`config.mk`:
```
export PLATFORM = sky130hd
export DESIGN_NAME = bank_mapper_top
export DESIGN_NICKNAME = d
export VERILOG_FILES = /design/src/rtl/mapper_pkg.sv /design/src/rtl/mapper_regfile.sv /design/src/rtl/mapper_prg_map.sv /design/src/rtl/mapper_chr_map.sv /design/src/rtl/bank_mapper_top.sv
export SDC_FILE = /design/constraint.sdc
export NUM_CORES = 1
export LEC_CHECK = 0
export BUFFER_PORTS_ARGS = -buffer_cell sky130_fd_sc_hd__buf_4
export CORE_MARGIN = 2
export CORE_UTILIZATION = 45
export CTS_BUF_LIST = sky130_fd_sc_hd__clkbuf_8
export CTS_CLUSTER_SIZE = 28
export DETAILED_ROUTE_END_ITERATION = 7
export GPL_ROUTABILITY_DRIVEN = 1
export HOLD_SLACK_MARGIN = 0.03
export PLACE_DENSITY = 0.68
export SLEW_MARGIN = 20
export SYNTH_ARGS = -nofsm -noshare
export SYNTH_HDL_FRONTEND = slang
export SYNTH_SLANG_ARGS = --single-unit
export TNS_END_PERCENT = 1
```
`constraint.sdc`:
```
create_clock -name clk -period 2.36 [get_ports clk]
set_input_delay 0.118 -clock clk [delete_from_list [all_inputs] [get_ports clk]]
set_output_delay 0.118 -clock clk [all_outputs]
set_load 0.02 [all_outputs]
```
`src/rtl/mapper_pkg.sv`:
```
package mapper_pkg;
    localparam int DATA_W        = 8;
    localparam int IDX_W         = 4;
    localparam int NUM_BANK_REGS = 13;
    localparam int NUM_CHR_SLOTS = 8;
    localparam int NUM_PRG_SWAP  = 3;
    localparam int REG_LOW_CTRL  = 8;
    localparam int REG_MIRROR    = 12;
    localparam int IRQ_FIRST_IDX = 13;

    localparam logic [2:0] WIN_LOW  = 3'd3;
    localparam logic [2:0] WIN_IDX  = 3'd4;
    localparam logic [2:0] WIN_DATA = 3'd5;
    localparam logic [2:0] WIN_TOP  = 3'd7;

    localparam logic [DATA_W-1:0] PRG_MASK_FULL  = 8'h1F;
    localparam logic [DATA_W-1:0] PRG_MASK_SMALL = 8'h0F;
    localparam logic [DATA_W-1:0] CHR_MASK_FULL  = 8'hFF;
    localparam logic [DATA_W-1:0] CHR_MASK_SMALL = 8'h7F;

    typedef logic [DATA_W-1:0] byte_t;

    typedef enum logic [1:0] {
        LOW_ROM_A = 2'b00,
        LOW_OPEN  = 2'b01,
        LOW_ROM_B = 2'b10,
        LOW_RAM   = 2'b11
    } low_mode_e;

    typedef struct packed {
        logic [IDX_W-1:0]               idx;
        byte_t [NUM_BANK_REGS-1:0]      bank;
    } regs_t;
endpackage

```
`src/rtl/mapper_regfile.sv`:
```
module mapper_regfile
    import mapper_pkg::*;
(
    input  logic               clk,
    input  logic               rst_n,
    input  logic [2:0]         cpu_win,
    input  logic               cpu_we,
    input  byte_t              cpu_wdata,
    output regs_t              regs_q,
    output logic               irq_wr,
    output logic [IDX_W-1:0]   irq_reg_sel,
    output byte_t              irq_wr_data
);
    regs_t regs_d;

    always_comb begin
        regs_d      = regs_q;
        irq_wr      = 1'b0;
        irq_reg_sel = regs_q.idx;
        irq_wr_data = cpu_wdata;
        if (cpu_we) begin
            if (cpu_win == WIN_IDX) begin
                regs_d.idx = cpu_wdata[IDX_W-1:0];
            end else if (cpu_win == WIN_DATA) begin
                for (int i = 0; i < NUM_BANK_REGS; i++) begin
                    if (regs_q.idx == IDX_W'(i)) regs_d.bank[i] = cpu_wdata;
                end
                irq_wr = (regs_q.idx >= IDX_W'(IRQ_FIRST_IDX));
            end
        end
    end

    always_ff @(posedge clk or negedge rst_n) begin
        if (!rst_n) regs_q <= '0;
        else        regs_q <= regs_d;
    end
endmodule

```
`src/rtl/mapper_prg_map.sv`:
```
module mapper_prg_map
    import mapper_pkg::*;
#(
    parameter int CPU_AW = 16,
    localparam int OFS_W = CPU_AW - 3,
    localparam int OUT_W = DATA_W + OFS_W
) (
    input  logic [CPU_AW-1:0]        cpu_addr,
    input  byte_t                    low_reg,
    input  byte_t [NUM_PRG_SWAP-1:0] swap_regs,
    input  logic                     small_prg,
    input  byte_t                    outer_bank,
    output logic [OUT_W-1:0]         prg_addr,
    output logic                     rom_cs,
    output logic                     ram_cs
);
    logic [2:0] win;
    byte_t      mask;
    byte_t      bank;
    byte_t      mixed [NUM_PRG_SWAP+2];
    low_mode_e  mode;

    assign win  = cpu_addr[CPU_AW-1:CPU_AW-3];
    assign mask = small_prg ? PRG_MASK_SMALL : PRG_MASK_FULL;
    assign mode = low_mode_e'(low_reg[7:6]);

    // one mixer per source: swap registers, then low register, then fixed top
    for (genvar g = 0; g < NUM_PRG_SWAP + 2; g++) begin : g_mix
        byte_t src;
        if (g < NUM_PRG_SWAP) begin : g_swap
            assign src = swap_regs[g];
        end else if (g == NUM_PRG_SWAP) begin : g_low
            assign src = low_reg;
        end else begin : g_top
            assign src = '1;
        end
        assign mixed[g] = (src & mask) | (outer_bank & ~mask);
    end

    always_comb begin
        bank   = '0;
        rom_cs = 1'b0;
        ram_cs = 1'b0;
        if (win == WIN_LOW) begin
            unique case (mode)
                LOW_ROM_A, LOW_ROM_B: begin
                    bank   = mixed[NUM_PRG_SWAP];
                    rom_cs = 1'b1;
                end
                LOW_RAM: ram_cs = 1'b1;
                LOW_OPEN: ;
            endcase
        end else if (win == WIN_TOP) begin
            bank   = mixed[NUM_PRG_SWAP+1];
            rom_cs = 1'b1;
        end else if (win >= WIN_IDX) begin
            bank   = mixed[win - WIN_IDX];
            rom_cs = 1'b1;
        end
        prg_addr = {bank, cpu_addr[OFS_W-1:0]};
    end
endmodule

```
`src/rtl/mapper_chr_map.sv`:
```
module mapper_chr_map
    import mapper_pkg::*;
#(
    parameter int PPU_AW = 13,
    localparam int SEL_W = $clog2(NUM_CHR_SLOTS),
    localparam int OFS_W = PPU_AW - SEL_W,
    localparam int OUT_W = DATA_W + OFS_W
) (
    input  logic [PPU_AW-1:0]         ppu_addr,
    input  byte_t [NUM_CHR_SLOTS-1:0] chr_regs,
    input  logic                      small_chr,
    output logic [OUT_W-1:0]          chr_addr
);
    logic [SEL_W-1:0] slot;
    byte_t            mask;
    byte_t            bank;

    assign slot = ppu_addr[PPU_AW-1:OFS_W];
    assign mask = small_chr ? CHR_MASK_SMALL : CHR_MASK_FULL;

    always_comb begin
        bank     = chr_regs[slot] & mask;
        chr_addr = {bank, ppu_addr[OFS_W-1:0]};
    end
endmodule

```
`src/rtl/bank_mapper_top.sv`:
```
module bank_mapper_top
    import mapper_pkg::*;
#(
    parameter int CPU_AW = 16,
    parameter int PPU_AW = 13,
    localparam int PRG_AW = DATA_W + CPU_AW - 3,
    localparam int CHR_AW = DATA_W + PPU_AW - $clog2(NUM_CHR_SLOTS)
) (
    input  logic              clk,
    input  logic              rst_n,
    input  logic [CPU_AW-1:0] cpu_addr,
    input  logic [DATA_W-1:0] cpu_wdata,
    input  logic              cpu_we,
    input  logic [PPU_AW-1:0] ppu_addr,
    input  logic              cfg_small_prg,
    input  logic              cfg_small_chr,
    input  logic [DATA_W-1:0] outer_bank,
    output logic [PRG_AW-1:0] prg_addr,
    output logic              prg_rom_cs,
    output logic              prg_ram_cs,
    output logic [CHR_AW-1:0] chr_addr,
    output logic [1:0]        mirror_code,
    output logic              irq_wr,
    output logic [IDX_W-1:0]  irq_reg_sel,
    output logic [DATA_W-1:0] irq_wr_data
);
    regs_t regs_q;
    byte_t mirror_reg;

    mapper_regfile u_regs (
        .clk         (clk),
        .rst_n       (rst_n),
        .cpu_win     (cpu_addr[CPU_AW-1:CPU_AW-3]),
        .cpu_we      (cpu_we),
        .cpu_wdata   (cpu_wdata),
        .regs_q      (regs_q),
        .irq_wr      (irq_wr),
        .irq_reg_sel (irq_reg_sel),
        .irq_wr_data (irq_wr_data)
    );

    mapper_prg_map #(.CPU_AW(CPU_AW)) u_prg (
        .cpu_addr   (cpu_addr),
        .low_reg    (regs_q.bank[REG_LOW_CTRL]),
        .swap_regs  (regs_q.bank[REG_LOW_CTRL+NUM_PRG_SWAP:REG_LOW_CTRL+1]),
        .small_prg  (cfg_small_prg),
        .outer_bank (outer_bank),
        .prg_addr   (prg_addr),
        .rom_cs     (prg_rom_cs),
        .ram_cs     (prg_ram_cs)
    );

    mapper_chr_map #(.PPU_AW(PPU_AW)) u_chr (
        .ppu_addr  (ppu_addr),
        .chr_regs  (regs_q.bank[NUM_CHR_SLOTS-1:0]),
        .small_chr (cfg_small_chr),
        .chr_addr  (chr_addr)
    );

    assign mirror_reg  = regs_q.bank[REG_MIRROR];
    assign mirror_code = mirror_reg[1:0] ^ {1'b0, ~mirror_reg[1]};
endmodule

```
==> results.yml <==
sta:
  max_freq_ghz: 0.491
  setup_violations: 0
  fin_setup_tns_ns: 0
  timing.final.crit_share_pct: 86.3
  rsz0062_at_grt: "no"
  worst_pin_slew_ns: 0.846
  hold_viol: 0
  period_minus_slack_ns: 2.04
  clock_skew_ns: 0.0128
  slew_violations: 0
  relSlewSlack_pct: 42.8
pwr:
  p_leak_uw: 0.00253
  power_frac_seq_pct: 50.2
  power_density_mw_per_mm2: 764
  p_int_uw: 2880
  ir_worst_vdd_mv: 0.391
  switching_share_pct: 28.7
  p_sw_uw: 1160
  clkPwrFrac_pct: 27.7
  pwr-share-comb_pct: 22.0
critical_path:
  cp.depth: 3
  r2r_end: "u_regs.regs_q[68]"
  r2r-start: "u_regs.irq_reg_sel[1]"
  r2r_slack_ns: 0.32
  cp_data_arrival_time_ns: 2.29
  path_delay_family: "simple AND/OR/NAND/NOR gates"
  cp_max_fo: 7
  required_ns: 2.61
  path_buf_inv: 0
  reg2reg_depth: 3
  cp_slowest_cell: "or4_1"
  worstPathCellList: "or3b_4 -> or4_1 -> mux2_4"
  cpPeakStageDelay_ns: 0.65
  critical_path_class: "reg2reg"
  start_kind: "register"
  end_kind: "register"
logic_synthesis:
  syn_inst: 328
  synth_fp_nets: 378
  synth_top_area_share_pct: 48.7
  yosysWarnings: 0
  synthesis.area_sq_mm: 0.00473
  avgSynthCellArea_sq_um: 14.4
  synth_top_area_cell: "dfrtp_1"
  yosysSeqAreaShare_pct: 48.7
  synthTopCellsByArea: "dfrtp_1 (49%), mux2_2 (17%), mux4_2 (7.1%)"
  async_reset_ff_share_pct: 100
  yosys.cell_types.count: 34
  synth_seq_cells: 92
  synth_edf_count: 0
  synth_ff_type: "dfrtp_1"
clocking:
  numCtsBuffers: 9
  root_buffer: "clkbuf_8"
  cts_sinks: 92
  cts-resized-gates: 0
  clockBufferDepth: 2
  htree_levels: 3
  cts_tree: "done"
  clk_pin_slew_ns: 0.10
  insertion_delay_ns: 0.36
cells_and_area:
  layout_common_cells: "dfrtp_1 (92), mux2_2 (71), buf_4 (67), mux2_1 (26), mux4_2 (15)"
  diodes: 0
  multi_input_area_sq_mm: 0.00205
  syn_to_final_growth_pct: 11.8
  seqCellArea_sq_mm: 0.00230
  fillerInstances: 919
  final_common_cell: "dfrtp_1"
  nNetsFinal: 403
  final_area_sq_mm: 0.00529
  drive_above_1_share_pct: 53.1
route:
  vias: 2716
  finalWirelength_um: 9420
  wl_per_cell_um: 19.1
  dr.pass1.iters: 4
  via_per_inst: 5.50
  drc: 0
  final_antenna_net_count: 0
  drtIter0Drc: 92
global_routing:
  grt_pass1_wl_um: 15200
  grt_use_total_pct: 17.8
  grt_max_degree: 52
  grt_pass1_vias: 2786
  antenna_found_initial: 0
  grt-ovfl-total: 0
floorplan:
  row_count: 37
  die_x_um: 107
  initial_core_util_pct: 46.0
  dieArea_sq_mm: 0.0114
  io_pins: 106
  dieHeight_um: 107
  fp.coreArea_sq_mm: 0.0103
worst_hold_path:
  hp-class: "in2reg"
  hold_end: "u_regs.regs_q[21]"
  holdCritStartpoint: "cpu_wdata[5]"
  hold_depth: 2
placed_design:
  portBuffers: 55
  place.detailed.hpwl_um: 6280
  placed_area_sq_mm: 0.00506
  gp_congestion: 0.715
run:
  drv_cap: 0
run_status:
  status: "finished clean"
## per-layer routing
metal  track usage [%]  up-vias  share of wire [%]
li1                  -     1210                  -
met1              23.1     1415                 44
met2              28.8       61                 49
met3              4.54       30                5.1
met4              6.49        0                2.7
met5                 0        -                  0
## cell families (layout without fill, tap and decap cells)
group | Yosys count | count (layout) | synth area share, %
multiplexers | 121 | 121 | 32.9
AO/OA/AOI/OAI | 10 | 10 | 1.69
buffers and inverters | 59 | 89 | 7.98
flip-flops | 92 | 92 | 48.7
XOR/XNOR | 1 | 1 | 0.185
AND/OR/NAND/NOR | 45 | 45 | 8.62
## synth_stat cells, types with 2 or more instances
| library cell | instances |
|---|---|
| nor2_1 | 2 |
| clkbuf_1 | 11 |
| nand3_1 | 4 |
| mux4_2 | 15 |
| buf_2 | 5 |
| mux2i_1 | 2 |
| nand3b_1 | 2 |
| mux2_2 | 71 |
| dfrtp_1 | 92 |
| o21ai_0 | 2 |
| o221ai_1 | 5 |
| inv_1 | 2 |
| mux2_4 | 7 |
| buf_4 | 38 |
| nor3_1 | 2 |
| or4_1 | 5 |
| nor2b_1 | 4 |
| nor4_4 | 8 |
| nand2_1 | 11 |
| mux2_1 | 26 |
## area by class of cell
cell class	instances	share of cell area (%)
flip-flops and latches	92	43.5
clock inverters	7	1.66
multi-input cells	177	38.8
clock buffers	9	2.34
inverters	3	0.213
repair buffers	70	10.3
well taps	136	3.22
## per-stage QoR
stage	utilization [%]	setup slack [ns]	hold slack (ns)	cells	total power, uW
final	51.5	0.323	0.0501	494	4040
after global routing	51.5	0.121	0.0337	494	4250
after CTS	51.5	0.304	0.0350	494	4090
after detailed placement	49.2	0.331	0.143	476	2960
after global placement	49.2	0.352	0.138	476	2920
after floorplan	-	0.524	-0.178	328	2740
## sequential cells by signal (all words and copies together), names as in the netlist
signal              flops
u_regs.irq_reg_sel      4
u_regs.regs_q          88
## timing repair
item,in CTS,in global routing
buffers inserted,0,0
setup endpoints to repair,0,0
hold buffers,2,0
endpoints found under the hold margin,42,0
## worst max path at each step
stage / start / end / slack [ns]
after floorplan: u_regs.irq_reg_sel[2] / u_regs.regs_q[72] / 0.52
final: u_regs.irq_reg_sel[1] / u_regs.regs_q[68] / 0.32
after detailed placement: u_regs.irq_reg_sel[1] / u_regs.regs_q[68] / 0.33
after CTS: u_regs.regs_q[70] / prg_addr[17] / 0.30
after global routing: u_regs.regs_q[70] / prg_addr[14] / 0.12
after global placement: u_regs.irq_reg_sel[1] / u_regs.regs_q[66] / 0.35
## power groups by stage
stage | clock network, uW | logic (uW) | registers (uW)
finish | 1120 | 890 | 2030
global route | 1220 | 961 | 2070
CTS | 1160 | 906 | 2030
detailed placement | 0 | 902 | 2060
global placement | 0 | 877 | 2050
floorplan | 0 | 730 | 2000
Note: power is estimated with default switching activity, not from simulation.
